===== src/rtl/sdram_colgen_pkg.sv =====
package sdram_colgen_pkg;
  typedef enum logic {
    ORD_SEQ = 1'b0,
    ORD_ILV = 1'b1
  } burst_ord_e;
endpackage


===== src/rtl/colgen_len_dec.sv =====
module colgen_len_dec #(
  parameter int BEAT_W = 3,
  localparam int CODE_W = $clog2(BEAT_W + 1)
) (
  input  logic [CODE_W-1:0] bl_code_i,
  input  logic              single_wr_i,
  input  logic              is_write_i,
  output logic [BEAT_W-1:0] last_idx_o
);
  logic [BEAT_W-1:0] mask;
  logic              force_one;

  // mask bit b is set when the burst spans more than 2**b beats
  for (genvar b = 0; b < BEAT_W; b++) begin : g_mask
    assign mask[b] = (bl_code_i > CODE_W'(b));
  end

  assign force_one  = single_wr_i & is_write_i;
  assign last_idx_o = force_one ? '0 : mask;
endmodule


===== src/rtl/colgen_beat_ctr.sv =====
module colgen_beat_ctr #(
  parameter int BEAT_W = 3
) (
  input  logic              clk_i,
  input  logic              rst_ni,
  input  logic              load_i,
  input  logic [BEAT_W-1:0] last_idx_i,
  output logic              valid_o,
  output logic              done_o,
  output logic [BEAT_W-1:0] beat_o,
  output logic [BEAT_W-1:0] mask_o
);
  logic              valid_q;
  logic [BEAT_W-1:0] beat_q, last_q;

  always_ff @(posedge clk_i or negedge rst_ni) begin
    if (!rst_ni) begin
      valid_q <= 1'b0;
      beat_q  <= '0;
      last_q  <= '0;
    end else if (load_i) begin
      valid_q <= 1'b1;
      beat_q  <= '0;
      last_q  <= last_idx_i;
    end else if (valid_q) begin
      if (beat_q == last_q) valid_q <= 1'b0;
      else                  beat_q  <= beat_q + 1'b1;
    end
  end

  assign valid_o = valid_q;
  assign done_o  = valid_q && (beat_q == last_q);
  assign beat_o  = beat_q;
  assign mask_o  = last_q;


  done_needs_valid_chk: assert property (@(posedge clk_i) disable iff (!rst_ni)
    done_o |-> valid_o);

  end_after_done_chk: assert property (@(posedge clk_i) disable iff (!rst_ni)
    (done_o && !load_i) |=> !valid_o);

  idle_stays_idle_chk: assert property (@(posedge clk_i) disable iff (!rst_ni)
    (!valid_o && !load_i) |=> (!valid_o && !done_o));
endmodule


===== src/rtl/colgen_addr.sv =====
module colgen_addr
  import sdram_colgen_pkg::*;
#(
  parameter int COL_W  = 9,
  parameter int BEAT_W = 3
) (
  input  logic [COL_W-1:0]  base_i,
  input  logic [BEAT_W-1:0] beat_i,
  input  logic [BEAT_W-1:0] mask_i,
  input  burst_ord_e        order_i,
  output logic [COL_W-1:0]  col_o
);
  localparam int UP_W = COL_W - BEAT_W;

  logic [BEAT_W-1:0] low_seq, low_ilv, low_sel;

  always_comb begin
    low_seq = base_i[BEAT_W-1:0] + beat_i;
    low_ilv = base_i[BEAT_W-1:0] ^ beat_i;
    low_sel = (order_i == ORD_ILV) ? low_ilv : low_seq;
    // bits outside the burst block come from the start column
    col_o   = {base_i[COL_W-1:BEAT_W],
               (base_i[BEAT_W-1:0] & ~mask_i) | (low_sel & mask_i)};
  end

  if (UP_W < 1) begin : g_bad_width
    initial $error("COL_W must exceed BEAT_W");
  end
endmodule


===== src/rtl/sdram_burst_colgen.sv =====
module sdram_burst_colgen
  import sdram_colgen_pkg::*;
#(
  parameter int COL_W  = 9,
  parameter int BEAT_W = 3,
  localparam int CODE_W = $clog2(BEAT_W + 1)
) (
  input  logic              clk_i,
  input  logic              rst_ni,
  input  logic              load_i,
  input  logic [COL_W-1:0]  start_col_i,
  input  logic [CODE_W-1:0] bl_code_i,
  input  logic              interleave_i,
  input  logic              single_wr_i,
  input  logic              is_write_i,
  output logic [COL_W-1:0]  col_o,
  output logic              valid_o,
  output logic              done_o
);
  logic [COL_W-1:0]  base_q;
  burst_ord_e        order_q;
  logic [BEAT_W-1:0] last_idx, beat, mask;

  always_ff @(posedge clk_i or negedge rst_ni) begin
    if (!rst_ni) begin
      base_q  <= '0;
      order_q <= ORD_SEQ;
    end else if (load_i) begin
      base_q  <= start_col_i;
      order_q <= interleave_i ? ORD_ILV : ORD_SEQ;
    end
  end

  colgen_len_dec #(.BEAT_W(BEAT_W)) i_len_dec (
    .bl_code_i  (bl_code_i),
    .single_wr_i(single_wr_i),
    .is_write_i (is_write_i),
    .last_idx_o (last_idx)
  );

  colgen_beat_ctr #(.BEAT_W(BEAT_W)) i_beat_ctr (
    .clk_i     (clk_i),
    .rst_ni    (rst_ni),
    .load_i    (load_i),
    .last_idx_i(last_idx),
    .valid_o   (valid_o),
    .done_o    (done_o),
    .beat_o    (beat),
    .mask_o    (mask)
  );

  colgen_addr #(.COL_W(COL_W), .BEAT_W(BEAT_W)) i_addr (
    .base_i (base_q),
    .beat_i (beat),
    .mask_i (mask),
    .order_i(order_q),
    .col_o  (col_o)
  );


  load_start_chk: assert property (@(posedge clk_i) disable iff (!rst_ni)
    load_i |=> (valid_o && col_o == $past(start_col_i)));

  upper_hold_chk: assert property (@(posedge clk_i) disable iff (!rst_ni)
    (valid_o && !done_o && !load_i) |=>
      (col_o[COL_W-1:BEAT_W] == $past(col_o[COL_W-1:BEAT_W])));

  single_write_chk: assert property (@(posedge clk_i) disable iff (!rst_ni)
    (load_i && single_wr_i && is_write_i) |=> done_o);

  restart_chk: assert property (@(posedge clk_i) disable iff (!rst_ni)
    (valid_o && load_i) |=> (valid_o && col_o == $past(start_col_i)));
endmodule


===== config.mk =====
export PLATFORM = sky130hd
export DESIGN_NAME = sdram_burst_colgen
export DESIGN_NICKNAME = d
export VERILOG_FILES = /design/src/rtl/sdram_colgen_pkg.sv /design/src/rtl/colgen_len_dec.sv /design/src/rtl/colgen_beat_ctr.sv /design/src/rtl/colgen_addr.sv /design/src/rtl/sdram_burst_colgen.sv
export SDC_FILE = /design/constraint.sdc
export NUM_CORES = 1
export LEC_CHECK = 0
export ABC_CLOCK_PERIOD_IN_PS = 2200
export BUFFER_PORTS_ARGS = -buffer_cell sky130_fd_sc_hd__buf_2
export CAP_MARGIN = 20
export CORE_MARGIN = 4
export CORE_UTILIZATION = 30
export CTS_CLUSTER_DIAMETER = 150
export DETAILED_ROUTE_END_ITERATION = 8
export PLACE_DENSITY_LB_ADDON = 0.05
export SETUP_SLACK_MARGIN = 0.3
export SYNTH_ARGS = -nofsm -noshare
export SYNTH_HDL_FRONTEND = slang
export SYNTH_HIERARCHICAL = 1
export SYNTH_SLANG_ARGS = --single-unit

===== constraint.sdc =====
create_clock -name clk_i -period 2.2 [get_ports clk_i]
set_clock_uncertainty 0.1 [all_clocks]
set_input_delay 0.22 -clock clk_i [delete_from_list [all_inputs] [get_ports clk_i]]
set_output_delay 0.22 -clock clk_i [all_outputs]
set_load 0.02 [all_outputs]

==> flow_summary.json <==
{
  "synth_cells": 83,
  "drtPass1Iterations": 2,
  "setup_ws_ps": 94.1,
  "die_h_um": 65.7,
  "ant_nets": 0,
  "max-cap-violations": 0,
  "num_antenna_cells": 0,
  "synth_area_um2": 1000,
  "status": "finished clean",
  "yosys_most_used_dff": "sky130_fd_sc_hd__dfrtp_1",
  "clock_tree.htree_level_count": 1,
  "worst_path_max_delay_cell": "sky130_fd_sc_hd__dfrtp_1",
  "synthXorXnorAreaFrac": 0.0350,
  "num-fill-cells": 326,
  "drt-initial-drc-count": 12,
  "synth_commonest_cells": "sky130_fd_sc_hd__dfrtp_1, sky130_fd_sc_hd__mux2_4, sky130_fd_sc_hd__buf_4",
  "met3RoutedLength_um": 112,
  "min_from": "start_col_i[6]",
  "cts_inserted_buffers": 3,
  "fmaxAchievable_mhz": 475,
  "share_of_post_route_cells_with_drive_strength_above_1": 0.491,
  "layout.area.seq_um2": 427,
  "largest_incremental_delay_on_the_critical_path_ps": 360,
  "nets": 132,
  "routed.top_layer": "met4",
  "worst_ep_required_time_ps": 1880,
  "arrival_time_worst_endpoint_ps": 1790,
  "globalRoute.totalOverflow": 0,
  "critPathBufInv": 2,
  "critical_path_peak_fanout": 2,
  "num_io_pins": 28,
  "wl_met1_um": 946,
  "synth.avg_cell_area_um2": 12.0,
  "place_ws_ps": 232,
  "setup.worst_path.end_class": "output port",
  "async_reset_ff_frac": 1.00,
  "edff_count_synth": 0,
  "slew_margin_rel": 0.648,
  "pin_count_of_the_biggest_net_entering_global_routing": 20,
  "synth_top_family_by_area": "multiplexers",
  "reg2reg_slack_ps": 610,
  "layout_min_cycle_time_ps": 2110,
  "worst_pin_slew_ps": 527,
  "fin_worst_hold_slack_ps": 63.2,
  "global_route_wire_length_before_repair_um": 3260,
  "die-area_um2": 4320,
  "ys_ff_latch": 17,
  "yosys.cell_count.top_type": "sky130_fd_sc_hd__dfrtp_1",
  "hpwlAfterDp_um": 1420,
  "cts.sinks": 17,
  "tritoncts": "done",
  "min_path_type": "input pin to register",
  "crit_type": "register to output port",
  "yosys-mux-area-fraction": 0.205,
  "rows": 20,
  "placed_cells": 146,
  "yosysWarnings": 6,
  "critical-path-top-delay-family": "adder cells",
  "crit-reg2reg-launch": "i_beat_ctr/beat_o[0]",
  "dieWidth_um": 65.7,
  "gp_congestion": 0.756,
  "synth_simple_gate_area_share": 0.108,
  "synthDominantAreaCellType": "sky130_fd_sc_hd__dfrtp_1",
  "path_cells": "ha_2 > inv_2 > fa_2 > o21a_1 > o21ai_2 > xnor2_1 > buf_4",
  "path_clk_slew_ps": 90,
  "ys_seq_area_frac": 0.426,
  "clockBufferDepth": 2,
  "groute.usage.overall": 0.0981,
  "cts_root_buf": "sky130_fd_sc_hd__clkbuf_4",
  "post_synthesis_cell_type_count": 33,
  "detailroute.via_count": 693,
  "design.core.area_um2": 3130,
  "initial_util": 0.320,
  "synth_nets": 104,
  "timing.hold.worst_path_depth": 2,
  "antenna_found_initial": 0,
  "layout.core_utilization": 0.384,
  "post_synth_main_area_contributors": "sky130_fd_sc_hd__dfrtp_1, sky130_fd_sc_hd__mux2_4, sky130_fd_sc_hd__buf_4",
  "drt_wl_total_um": 1940,
  "synth_fa_ha_area_frac": 0.0576,
  "synth_compound_area_frac": 0.0864,
  "route.detailed.wl_per_inst_um": 12.6,
  "peakVddDrop_uv": 356,
  "final_hold_viol_count": 0,
  "powerDensity_nw_per_um2": 848,
  "slew_viol_final": 0,
  "rsz0062_at_grt": "true",
  "power.leakage_nw": 0.571,
  "met2_wirelength_um": 875,
  "grt_pass1_vias": 728,
  "multiInputGateArea_um2": 505,
  "synth.top_cell.area_share": 0.426,
  "period_share": 0.957,
  "worst_case_hold_path_end_point": "base_q[6]",
  "worstRegToRegCells": 4,
  "area_growth_syn_to_layout_pct": 20.1,
  "drt-vias-per-instance": 4.50,
  "drc": 0,
  "finalSetupViolCount": 0,
  "category_of_the_worst_setup_path_launch_point": "register",
  "post_layout_nonfiller_instances": 154,
  "portbufs": 27,
  "end_of_the_worst_register_to_register_path": "i_beat_ctr/beat_o[0]",
  "skew_pair_late_insertion_delay_ps": 280
}
-- flip-flops by register name (all words and copies together) (netlist names) --
name / flops
i_beat_ctr/beat_o: 3
order_q: 1
i_beat_ctr/mask_o: 3
i_beat_ctr/valid_o: 1
base_q: 9
-- cell usage in the layout, fill, tap and decap left out, types with 2 or more instances in the layout --
cell                       synthesis  layout
sky130_fd_sc_hd__buf_2             0      25
sky130_fd_sc_hd__o21ai_0           3       3
sky130_fd_sc_hd__mux2_2            4       4
sky130_fd_sc_hd__dfrtp_1          17      16
sky130_fd_sc_hd__mux2_4           10      10
sky130_fd_sc_hd__nand2_1           3       3
sky130_fd_sc_hd__xor2_1            3       3
sky130_fd_sc_hd__buf_4             6       5
sky130_fd_sc_hd__clkbuf_4          0       3
sky130_fd_sc_hd__inv_1             4       3
sky130_fd_sc_hd__nor2_1            2       2
sky130_fd_sc_hd__a21oi_1           3       3
sky130_fd_sc_hd__or4_1             2       2
sky130_fd_sc_hd__ha_1              3       2
-- cells by family after synthesis --
family / after synthesis
xor+xnor: 4
mux: 15
compound gates: 13
flops: 17
simple gates: 18
fa+ha+maj: 4
buf+inv: 12
-- layout make-up --
| class | count | area share |
|---|---|---|
| multi-input combinational | 54 | 0.421 |
| sequential | 17 | 0.355 |
| timing repair buffer | 31 | 0.144 |
| tap | 44 | 0.0458 |
| clock buffer | 4 | 0.0219 |
| inverter | 4 | 0.0125 |
-- report_power, final --
group          switching, W  internal [W]  leakage [nW]
Sequential        0.0000592      0.000365         0.202
Combinational      0.000236      0.000199         0.354
Clock             0.0000895     0.0000703        0.0150
-- what timing repair did --
item | 4_1_cts | 5_1_grt
endpoints found under the setup margin | 2 | 3
hold buffers | 1 | 0
cloned | 0 | 0
setup buffers | 2 | 1
hold endpoints to repair | 17 | 0
gates resized for setup | 6 | 2
pin swaps | 4 | 1
-- per-stage QoR --
| step | cell area, um2 | total power [W] | setup TNS [ps] |
|---|---|---|---|
| 4_1_cts | 1180 | 0.00103 | 0 |
| 6_report | 1200 | 0.00102 | 0 |
| 3_3_place_gp | 1120 | 0.000831 | 0 |
| 5_1_grt | 1200 | 0.00111 | -19.1 |
| 3_5_place_dp | 1120 | 0.000830 | 0 |
| 2_1_floorplan | 1000 | 0.000725 | 0 |
-- worst max path at each step --
stage	start	end	slack (ps)	cells after the start
2_1_floorplan	i_beat_ctr/beat_o[0]	col_o[2]	330	6
3_3_place_gp	i_beat_ctr/beat_o[0]	col_o[2]	260	7
3_5_place_dp	i_beat_ctr/beat_o[0]	col_o[2]	230	7
4_1_cts	i_beat_ctr/beat_o[0]	col_o[2]	70	7
5_1_grt	i_beat_ctr/beat_o[0]	col_o[2]	-20	7
6_report	base_q[0]	col_o[2]	90	7
-- routing by layer --
metal  up-vias  GRT usage
met5         -          0
li1        343          -
met3         2     0.0393
met2        16      0.159
met4         0     0.0155
met1       332      0.124
-- worst register-to-register path, stage by stage (launching register included) --
cell                        delay [ps]
sky130_fd_sc_hd__dfrtp_1           390
sky130_fd_sc_hd__buf_4             150
sky130_fd_sc_hd__xor2_1            230
sky130_fd_sc_hd__or4_1             530
sky130_fd_sc_hd__o2111ai_1         110
No activity file was read; power rests on OpenSTA's default activity.
